--- config.mk ---
export PLATFORM = sky130hd
export DESIGN_NAME = booth_mul
export DESIGN_NICKNAME = d
export VERILOG_FILES = /design/src/rtl/booth_mul_pkg.sv /design/src/rtl/booth_step.sv /design/src/rtl/booth_seq.sv /design/src/rtl/booth_mul.sv
export SDC_FILE = /design/constraint.sdc
export NUM_CORES = 1
export LEC_CHECK = 0
export ABC_AREA = 1
export BUFFER_PORTS_ARGS = -buffer_cell sky130_fd_sc_hd__clkbuf_2
export CAP_MARGIN = 10
export CORE_ASPECT_RATIO = 1.1
export CORE_UTILIZATION = 55
export DETAILED_ROUTE_END_ITERATION = 12
export PLACE_DENSITY_LB_ADDON = 0.12
export SKIP_CTS_REPAIR_TIMING = 1
export SLEW_MARGIN = 40
export SYNTH_ARGS = -nofsm -noshare
export SYNTH_HDL_FRONTEND = slang
export SYNTH_SLANG_ARGS = --single-unit
--- constraint.sdc ---
create_clock -name clk -period 2.4 [get_ports clk]
set_clock_uncertainty 0.05 [all_clocks]
set_input_delay 0.12 -clock clk [delete_from_list [all_inputs] [get_ports clk]]
set_output_delay 0.12 -clock clk [all_outputs]
set_load 0.005 [all_outputs]
--- src/rtl/booth_mul_pkg.sv ---
package booth_mul_pkg;

    typedef enum logic [1:0] {
        OP_KEEP = 2'd0,
        OP_ADD  = 2'd1,
        OP_SUB  = 2'd2
    } booth_op_e;

    typedef enum logic {
        ST_IDLE = 1'b0,
        ST_RUN  = 1'b1
    } seq_state_e;

    // Recode the current multiplier bit and the bit shifted out before it.
    function automatic booth_op_e booth_pick(input logic cur_bit, input logic prev_bit);
        booth_op_e op;
        unique case ({cur_bit, prev_bit})
            2'b01:   op = OP_ADD;
            2'b10:   op = OP_SUB;
            default: op = OP_KEEP;
        endcase
        return op;
    endfunction

endpackage

--- src/rtl/booth_step.sv ---
module booth_step
    import booth_mul_pkg::*;
#(
    parameter int N = 32
) (
    input  logic [2*N:0]   work_i,
    input  logic [N-1:0]   mcand_i,
    output logic [2*N:0]   work_o
);
    localparam int WW = 2 * N + 1;

    booth_op_e      op;
    logic [N:0]     hi_ext;
    logic [N:0]     mc_ext;
    logic [N:0]     sum;

    assign op     = booth_pick(work_i[1], work_i[0]);
    assign hi_ext = {work_i[WW-1], work_i[WW-1:N+1]};
    assign mc_ext = {mcand_i[N-1], mcand_i};

    always_comb begin
        unique case (op)
            OP_ADD:  sum = hi_ext + mc_ext;
            OP_SUB:  sum = hi_ext + (~mc_ext) + {{N{1'b0}}, 1'b1};
            default: sum = hi_ext;
        endcase
    end

    // Arithmetic right shift: sum[N] carries the true sign into the top bit.
    assign work_o = {sum, work_i[N:1]};

endmodule

--- src/rtl/booth_seq.sv ---
module booth_seq
    import booth_mul_pkg::*;
#(
    parameter int N = 32
) (
    input  logic clk,
    input  logic rst,
    input  logic start,
    output logic busy,
    output logic done,
    output logic load,
    output logic advance
);
    localparam int CW = $clog2(N + 1);
    localparam logic [CW-1:0] LAST = CW'(N - 1);

    seq_state_e     state;
    logic [CW-1:0]  iter;

    assign busy    = (state == ST_RUN);
    assign load    = start && (state == ST_IDLE);
    assign advance = (state == ST_RUN);

    always_ff @(posedge clk) begin
        if (rst) begin
            state <= ST_IDLE;
            iter  <= '0;
            done  <= 1'b0;
        end else begin
            done <= 1'b0;
            unique case (state)
                ST_IDLE: begin
                    if (start) begin
                        state <= ST_RUN;
                        iter  <= '0;
                    end
                end
                ST_RUN: begin
                    if (iter == LAST) begin
                        state <= ST_IDLE;
                        iter  <= '0;
                        done  <= 1'b1;
                    end else begin
                        iter <= iter + 1'b1;
                    end
                end
                default: state <= ST_IDLE;
            endcase
        end
    end

endmodule

--- src/rtl/booth_mul.sv ---
module booth_mul
    import booth_mul_pkg::*;
#(
    parameter int N = 32
) (
    input  logic             clk,
    input  logic             rst,
    input  logic             start,
    input  logic [N-1:0]     mcand,
    input  logic [N-1:0]     mplier,
    output logic             busy,
    output logic             done,
    output logic [2*N-1:0]   product
);
    localparam int WW = 2 * N + 1;

    logic [WW-1:0]  work_q;
    logic [WW-1:0]  work_nxt;
    logic [N-1:0]   mcand_q;
    logic           load;
    logic           advance;

    booth_seq #(.N(N)) u_seq (
        .clk     (clk),
        .rst     (rst),
        .start   (start),
        .busy    (busy),
        .done    (done),
        .load    (load),
        .advance (advance)
    );

    booth_step #(.N(N)) u_step (
        .work_i  (work_q),
        .mcand_i (mcand_q),
        .work_o  (work_nxt)
    );

    always_ff @(posedge clk) begin
        if (rst) begin
            work_q  <= '0;
            mcand_q <= '0;
        end else if (load) begin
            work_q  <= {{N{1'b0}}, mplier, 1'b0};
            mcand_q <= mcand;
        end else if (advance) begin
            work_q  <= work_nxt;
        end
    end

    assign product = work_q[WW-1:1];

endmodule

# Word-level counts from Yosys, hierarchy flattened
# Index checks and enable logic that the tools add are counted.
dict set report totals {
  register_bits 105
  word_cells 36
  inputBits 67
}
dict set report op_classes {
  mux 11
  bitwise_logic 2
  n_addsub 4
  reduce_logical 6
  n_eq_ne 6
}
# cell count
set ops {}
lappend ops {{$mux W33} 2}
lappend ops {{$pmux W33 S2} 1}
lappend ops {{$add A32 B32 Y33} 1}
lappend ops {{$add A33 B1 Y33 const B} 1}
lappend ops {{$add A33 B33 Y33} 1}
lappend ops {{$not A33 Y33} 1}
lappend ops {{$mux W6} 2}
lappend ops {{$pmux W6 S2} 1}
lappend ops {{$add A6 B1 Y6 const B} 1}
lappend ops {{$eq A6 B5 Y1 const B} 1}
lappend ops {{$eq A2 B1 Y1 const B} 2}
lappend ops {{$eq A2 B2 Y1 const B} 2}
lappend ops {{$pmux W2 S2} 1}
lappend ops {{$reduce_bool A2 Y1} 2}
lappend ops {{$reduce_or A2 Y1} 2}
lappend ops {{$mux W1} 3}
lappend ops {{$ne A2 B2 Y1 const B} 1}
lappend ops {{$pmux W1 S2} 1}
lappend ops {{$reduce_and A2 Y1} 1}
lappend ops {{$logic_and A1 B1 Y1} 1}
lappend ops {{$not A1 Y1} 1}

# Longest topological paths before layout
# Gate-level depths: netlist of the first run.
dict set report depth {
  word_depth 6
  depth_mapped 19
}

# Cells and area by module
# From an unflattened synthesis of the first run, not the netlist that was laid out.
dict set report hier_totals {
  cells_unflattened 1950
  hier_area_um2 11571.1
}
# module cells_each n_inst area_per_inst_um2
set by_module_without_submodules {}
lappend by_module_without_submodules {booth_step 1279 1 6622.6}
lappend by_module_without_submodules {booth_mul 619 1 4563.1}
lappend by_module_without_submodules {booth_seq 52 1 385.4}

# Worst setup path before layout of the first run
# OpenSTA, ideal clock, no wires.
dict set report synth_timing {
  path_kind {reg2reg}
  start {register work_q[33]}
  end {register work_q[64]}
  stages_incl_launch_ff 18
  path_slack_ns 0.269
  n_path_buf 0
  t_required_ns 2.241
  arrival_ns 1.972
  path_cell_list {dfxtp_1 -> inv_1 -> ha_1 -> fa_1 -> inv_1 -> nand3_1 -> nand3_1 -> nand2_1 -> nand2_1 -> inv_1 -> o21ai_2 -> nand2_1 -> nand2_1 -> nand2_1 -> nand3_1 -> nand3_1 -> nand2_1 -> inv_1}
}
dict set report synth_via {
  elab_chain_len 3
  elab_cells_between_ends 4
  classes_between {add/sub: 3; mux: 1}
}
# element line
set synth_rtl {}
lappend synth_rtl {{from (decl)} booth_mul.sv:17} ;# logic [WW-1:0] work_q;
lappend synth_rtl {{from (signal assigned)} booth_mul.sv:44} ;# work_q <= {{N{1'b0}}, mplier, 1'b0};
lappend synth_rtl {{from (signal assigned)} booth_mul.sv:47} ;# work_q <= work_nxt;
lappend synth_rtl {{$add A33 B33 Y33} booth_step.sv:24} ;# OP_SUB: sum = hi_ext + (~mc_ext) + {{N{1'b0}}, 1'b1};
lappend synth_rtl {{$add A33 B1 Y33} booth_step.sv:24}
lappend synth_rtl {{$pmux W33 S2 *} booth_step.sv:22} ;# unique case (op)
# Mark *: on every way between the ends. The rest lies on a longest branch, timed or not.
# A chain may end at the register's enable or synchronous reset.

# Worst setup path in the final report of the first run
dict set report layout_timing {
  start {register mcand_q[28]}
  end {register work_q[61]}
}
dict set report layout_via {
  elab_chain_len 4
  elab_cells_between_ends 5
  classes_between {add/sub: 3; mux: 1; bitwise: 1}
}
# element line
set layout_rtl {}
lappend layout_rtl {{from (decl)} booth_mul.sv:19} ;# logic [N-1:0] mcand_q;
lappend layout_rtl {{from (signal assigned)} booth_mul.sv:45} ;# mcand_q <= mcand;
lappend layout_rtl {{$not A33 Y33} booth_step.sv:24}
lappend layout_rtl {{$add A33 B33 Y33} booth_step.sv:24}
lappend layout_rtl {{$add A33 B1 Y33} booth_step.sv:24}
lappend layout_rtl {{$pmux W33 S2 *} booth_step.sv:22}
# Marked as above.

==> results of run 1 <==
where the power goes:
part | switching (uW) | leakage, uW | internal, uW | total [uW]
Combinational | 1080 | 0.00519 | 566 | 1650
Sequential | 69.5 | 0.000863 | 1840 | 1910
Clock | 820 | 0.000160 | 857 | 1680
Total | 1970 | 0.00621 | 3260 | 5230
cell type report:
type | count | area share
inverter | 306 | 0.100
timing repair buffer | 192 | 0.102
multi-input combinational | 1266 | 0.559
clock buffer | 9 | 0.0196
sequential | 105 | 0.184
clock inverter | 7 | 0.00893
tap | 243 | 0.0265
flip-flops by register name, indices dropped and copies added, names as in the netlist:
name	flops
mcand_q	32
u_seq.iter	6
u_seq.advance	1
u_seq.done	1
work_q	65
cell usage in the layout (no fill, tap or decap), types with 3 or more instances in the layout:
cell,Yosys,layout
dfxtp_2,0,7
clkbuf_2,2,132
o21bai_1,8,8
inv_2,9,12
a21oi_2,9,12
ha_1,67,42
a21boi_0,7,7
o211ai_1,12,12
buf_12,0,4
a21oi_1,103,100
and3_1,4,4
clkinv_1,3,3
o21ai_0,60,60
nor2_1,143,133
clkbuf_16,0,9
ha_4,0,8
dlygate4sd3_1,0,6
buf_4,68,50
nand2_1,606,598
dfxtp_1,105,98
nand3_1,165,164
nor2_2,8,17
nand2_2,19,27
nand4_1,12,12
nor3_1,10,9
inv_1,294,290
ha_2,0,17
nand3_2,9,10
through the flow:
| stage | setup WS (ps) | util |
|---|---|---|
| 2_1_floorplan | 269 | - |
| 3_3_place_gp | 113 | 0.590 |
| 3_5_place_dp | 21.8 | 0.590 |
| 4_1_cts | 5.50 | 0.608 |
| 5_1_grt | -32.4 | 0.624 |
| 6_report | 106 | 0.624 |
logic make-up after synthesis:
family | count (synthesis) | synth area share
AND/OR/NAND/NOR | 985 | 0.400
buffers and inverters | 439 | 0.196
AO/OA/AOI/OAI | 211 | 0.114
flip-flops | 105 | 0.204
adder cells (fa/ha/maj) | 69 | 0.0851
XOR/XNOR | 1 | 0.000849
final timing paths:
kind / from / to / slack, ps
max: mcand_q[28]$_SDFFE_PP0P_ / work_q[61]$_SDFFE_PP0P_ / 110
min reg2reg: u_seq.iter[5]$_SDFFE_PP0P_ / u_seq.iter[5]$_SDFFE_PP0P_ / 430
max reg2reg: mcand_q[28]$_SDFFE_PP0P_ / work_q[61]$_SDFFE_PP0P_ / 110
min: mcand[27] / mcand_q[27]$_SDFFE_PP0P_ / -30
worst min-delay path, cell delays in order:
cell and delay [ps]:
clkbuf_2 70, o21ai_0 70, a21oi_1 100
layer usage:
metal  wire, um  share of wire  global-route usage  vias to the layer above
li1           -              -                   -                     5661
met1      13800           0.43               0.429                     4981
met2      14600           0.45               0.537                      443
met3       2620          0.081              0.0603                       79
met4       1250          0.039               0.158                        0
met5          0              0                   0                        -
==> qor.yml, run 1 <==
max_slew_margin: 0.580
fin_tns_setup_ps: 0
timing.fmax_ghz: 0.436
crit_chain: "inv_1 -> ha_1 -> nand2_1 -> nor2_1 -> nor2_1 -> nand2_1 -> a21oi_1 -> nand2_1 -> nand2_1 -> nand3_1 -> nand3_1 -> nand2_1 -> a21oi_1"
grt_pass1_wl_um: 50900
ir_drop_mv: 0.336
hold_viol: 43
path_clk_slew_ps: 80
crit_top_cell: "nand2_1"
dieWidth_um: 133
fill_cells: 1915
arrival_ps: 2540
cp-start-kind: "flop"
cp.required_ps: 2650
dieArea_mm2: 0.0193
finalSetupViolCount: 0
row_count: 52
grt-ovfl-total: 0
cp.depth: 13
synth_area_leaders: "nand2_1, dfxtp_1, inv_1"
violations: "hold timing"
synth_ff_type: "dfxtp_1"
gp_congestion: 1.03
ys_seq_area_frac: 0.204
drt_iter0_markers: 805
htree_num_levels: 3
critical_path_buf_inv_count: 1
avgSynthCellArea_um2: 5.70
multi_input_area_mm2: 0.00641
dp_hpwl_um: 24900
detail-route-antenna-nets: 0
syn_nets: 1946
initial_core_util: 0.560
period_share: 0.956
syn_to_final_growth_pct: 11.3
hold_path_class: "in2reg"
ys_seq_elements: 105
hold_ws_ps: -25.3
dr_total_vias: 11200
synth_area_leader_cell: "nand2_1"
cp_slowest_cell: "ha_1"
synth_top_area_share: 0.220
drv_slew: 0
clk-insertion-delay-late_ps: 370
dr.pass1.iters: 5
drc: 0
crit_type: "reg2reg"
port_buffers: 132
worst_path_largest_cell_delay_ps: 380
synth_cells: 1810
reg2reg_depth: 13
wl_per_cell_um: 15.2
power.density_mw_per_mm2: 456
status: "finished, violations left"
fin_area_mm2: 0.0115
clk_path_buf_depth: 2
maxCapViolCount: 0
cts_tree: "done"
worstSetupEndpointType: "flop"
via_per_inst: 5.25
core-area_mm2: 0.0184
fin_cells: 2128
cts_root_buf: "clkbuf_16"
grt_antenna_before_repair: 0
p_total_uw: 5230
grt_pass1_vias: 10300
synth_edf_count: 0
n_antenna_cell: 0
ys_types: 47
cts.sinks: 105
whs_path_depth: 3
pin_count: 133
tightestPinTransition_ps: 631
synth_warnings: 0
period_minus_slack_ps: 2290
layout.nets: 2016
cts-buffers-inserted: 9
cp_max_fo: 7
path_delay_family: "simple AND/OR/NAND/NOR gates"
placed_area_mm2: 0.0109
die_h_um: 146
drt-total-wl_um: 32300
grt_max_degree: 65
track_usage: 0.333
synth.most_common_cell: "nand2_1"
rsz0062_at_grt: "true"
drive_gt1_frac: 0.172
synth_common_cells: "nand2_1, inv_1, nand3_1"
async_flop_share: 0
p_leak_uw: 0.00621
synth.cell_area_mm2: 0.0103
placedCellCount: 2105
layout.area.seq_mm2: 0.00211
(Power assumes the default switching activity.)
==> run 2: changes to the inputs <==
- RECOVER_POWER: default -> 100
==> qor.yml, run 2 (same netlist as run 1, synthesis figures left out) <==
hold_ws_ps: -24.4  # was -25.3 ps
p_int_uw: 3250  # was 3260 uW
detail-route-antenna-nets: 0  # unchanged
p_leak_uw: 0.00608  # was 0.00621 uW
pwr-share-seq: 0.366  # was 0.365
clk-insertion-delay-late_ps: 370  # about the same
grt_antenna_before_repair: 0  # unchanged
max_slew_margin: 0.300  # was 0.580
timing.fmax_ghz: 0.437  # was 0.436 GHz
r2r_end: "work_q[61]$_SDFFE_PP0P_"  # unchanged
drv_slew: 0  # unchanged
status: "finished, violations left"  # unchanged
layout_common_cells: "nand2_1, inv_1, nand3_1"  # unchanged
period_share: 0.954  # was 0.956
syn_to_final_growth_pct: 10.3  # was 11.3%
gp_congestion: 1.03  # unchanged
core-area_mm2: 0.0184  # unchanged
clk_path_buf_depth: 2  # unchanged
dp_hpwl_um: 24900  # unchanged
port_buffers: 132  # unchanged
arrival_ps: 2490  # was 2540 ps
tightestPinTransition_ps: 1050  # was 631 ps
cp_max_fo: 7  # unchanged
grt_pass1_wl_um: 50900  # unchanged
setup.worst_path.end: "work_q[61]$_SDFFE_PP0P_"  # unchanged
finalSetupViolCount: 0  # unchanged
worstSetupEndpointType: "flop"  # unchanged
hold_viol: 44  # was 43
cts-buffers-inserted: 9  # unchanged
period_minus_slack_ps: 2290  # about the same
drc: 0  # unchanged
largest_reg_flops: 65  # unchanged
layout.nets: 2016  # unchanged
violations: "hold timing"  # unchanged
power.density_mw_per_mm2: 459  # was 456 mW/mm2
reg2reg_from: "mcand_q[28]$_SDFFE_PP0P_"  # unchanged
top_regs: "work_q (65), mcand_q (32), u_seq.iter (6)"  # unchanged
htree_num_levels: 3  # unchanged
rsz0062_at_grt: "true"  # unchanged
drt_iter0_markers: 844  # was 805
die_h_um: 146  # unchanged
fin_cells: 2128  # unchanged
dr.pass1.iters: 6  # was 5
switching_power_uw: 1970  # about the same
n_antenna_cell: 0  # unchanged
crit_type: "reg2reg"  # unchanged
regMostFlops: "work_q"  # unchanged
drt-total-wl_um: 32200  # was 32300 um
grt_pass1_vias: 10300  # unchanged
hold_path_class: "in2reg"  # unchanged
grt-ovfl-total: 0  # unchanged
critPathLaunch: "mcand_q[28]$_SDFFE_PP0P_"  # unchanged
clkPwrFrac: 0.321  # was 0.320
via_per_inst: 5.24  # was 5.25
dieArea_mm2: 0.0193  # unchanged
final_common_cell: "nand2_1"  # unchanged
switching_share: 0.377  # about the same
cts_root_buf: "clkbuf_16"  # unchanged
pin_count: 133  # unchanged
drive_gt1_frac: 0.152  # was 0.172
cp.required_ps: 2600  # was 2650 ps
pwr-share-comb: 0.313  # was 0.315
fill_cells: 1945  # was 1915
dr_total_vias: 11200  # about the same
placedCellCount: 2105  # unchanged
cp-start-kind: "flop"  # unchanged
wl_per_cell_um: 15.2  # about the same
p_total_uw: 5220  # was 5230 uW
reg2reg_depth: 12  # was 13
r2r_setup_slack_ps: 110  # about the same
ir_drop_mv: 0.334  # was 0.336 mV
cts.sinks: 105  # unchanged
maxCapViolCount: 0  # unchanged
grt_max_degree: 65  # unchanged
initial_core_util: 0.560  # unchanged
dieWidth_um: 133  # unchanged
path_clk_slew_ps: 80  # about the same
row_count: 52  # unchanged
track_usage: 0.333  # unchanged
cts_tree: "done"  # unchanged
==> run 2: cell count changes in the layout (fill, tap and decap cells not counted) <==
cell / before / now
nand2_1: 598 / 601
clkbuf_2: 132 / 120
nand3_1: 164 / 165
nand3_2: 10 / 9
nand2_4: 1 / 0
dfxtp_2: 7 / 5
nand2_2: 27 / 25
buf_4: 50 / 30
dfxtp_1: 98 / 100
clkbuf_1: 0 / 32
==> run 2: power by group through the flow <==
stage | logic [uW] | registers [uW] | clock network (uW)
4_1_cts | 1550 | 1910 | 1710
6_report | 1640 | 1910 | 1670
3_5_place_dp | 1540 | 1950 | 0
3_3_place_gp | 1530 | 1940 | 0
5_1_grt | 1810 | 1920 | 1760
2_1_floorplan | 1120 | 1930 | 0
==> run 2: final cells by class <==
cell class	count	area (um2)	area share
Inverter	306	1150	0.101
Tap cell	243	304	0.0267
Clock buffer	9	225	0.0198
Clock inverter	7	103	0.00902
Multi-Input combinational cell	1266	6400	0.562
Timing Repair Buffer	192	1090	0.0955
Sequential cell	105	2110	0.185
==> run 2: stage by stage <==
step | utilization | hold slack (ps) | setup slack, ps | cell area (um2) | setup TNS (ps)
after CTS | 0.608 | -72.9 | 5.50 | 11200 | 0
after floorplan | - | 205 | 269 | 10300 | 0
after global placement | 0.590 | 298 | 113 | 10900 | 0
final | 0.618 | -24.4 | 111 | 11400 | 0
after detailed placement | 0.590 | 303 | 21.8 | 10900 | 0
after global routing | 0.618 | 0.951 | -32.4 | 11400 | -118
==> run 2: metal layers <==
layer | vias to the layer above | global-route usage | share of wire
met5 | - | 0 | 0
met4 | 0 | 0.158 | 0.037
met3 | 71 | 0.0603 | 0.074
met2 | 399 | 0.537 | 0.45
met1 | 5016 | 0.429 | 0.43
li1 | 5666 | - | -
==> run 2: worst min-delay path by stage <==
stage | start | endpoint | slack, ps | depth (start not counted)
floorplan | mcand[0] | mcand_q[0]$_SDFFE_PP0P_ | 200 | 2
global placement | mcand[0] | mcand_q[0]$_SDFFE_PP0P_ | 300 | 3
detailed placement | mcand[0] | mcand_q[0]$_SDFFE_PP0P_ | 300 | 3
CTS | mcand[0] | mcand_q[0]$_SDFFE_PP0P_ | -70 | 3
global route | mcand[20] | mcand_q[20]$_SDFFE_PP0P_ | 1 | 3
finish | mcand[24] | mcand_q[24]$_SDFFE_PP0P_ | -20 | 3
==> run 2: critical path: stages (launching register included) <==
cell     delay (ps)
dfxtp_1         340
inv_1            60
ha_1            380
nand2_1         270
nor2_1          100
nor2_1          150
nand2_1          70
a21oi_1         290
nand3_1         140
nand3_1         110
nand3_1          90
nand2_1          70
a21oi_1          60
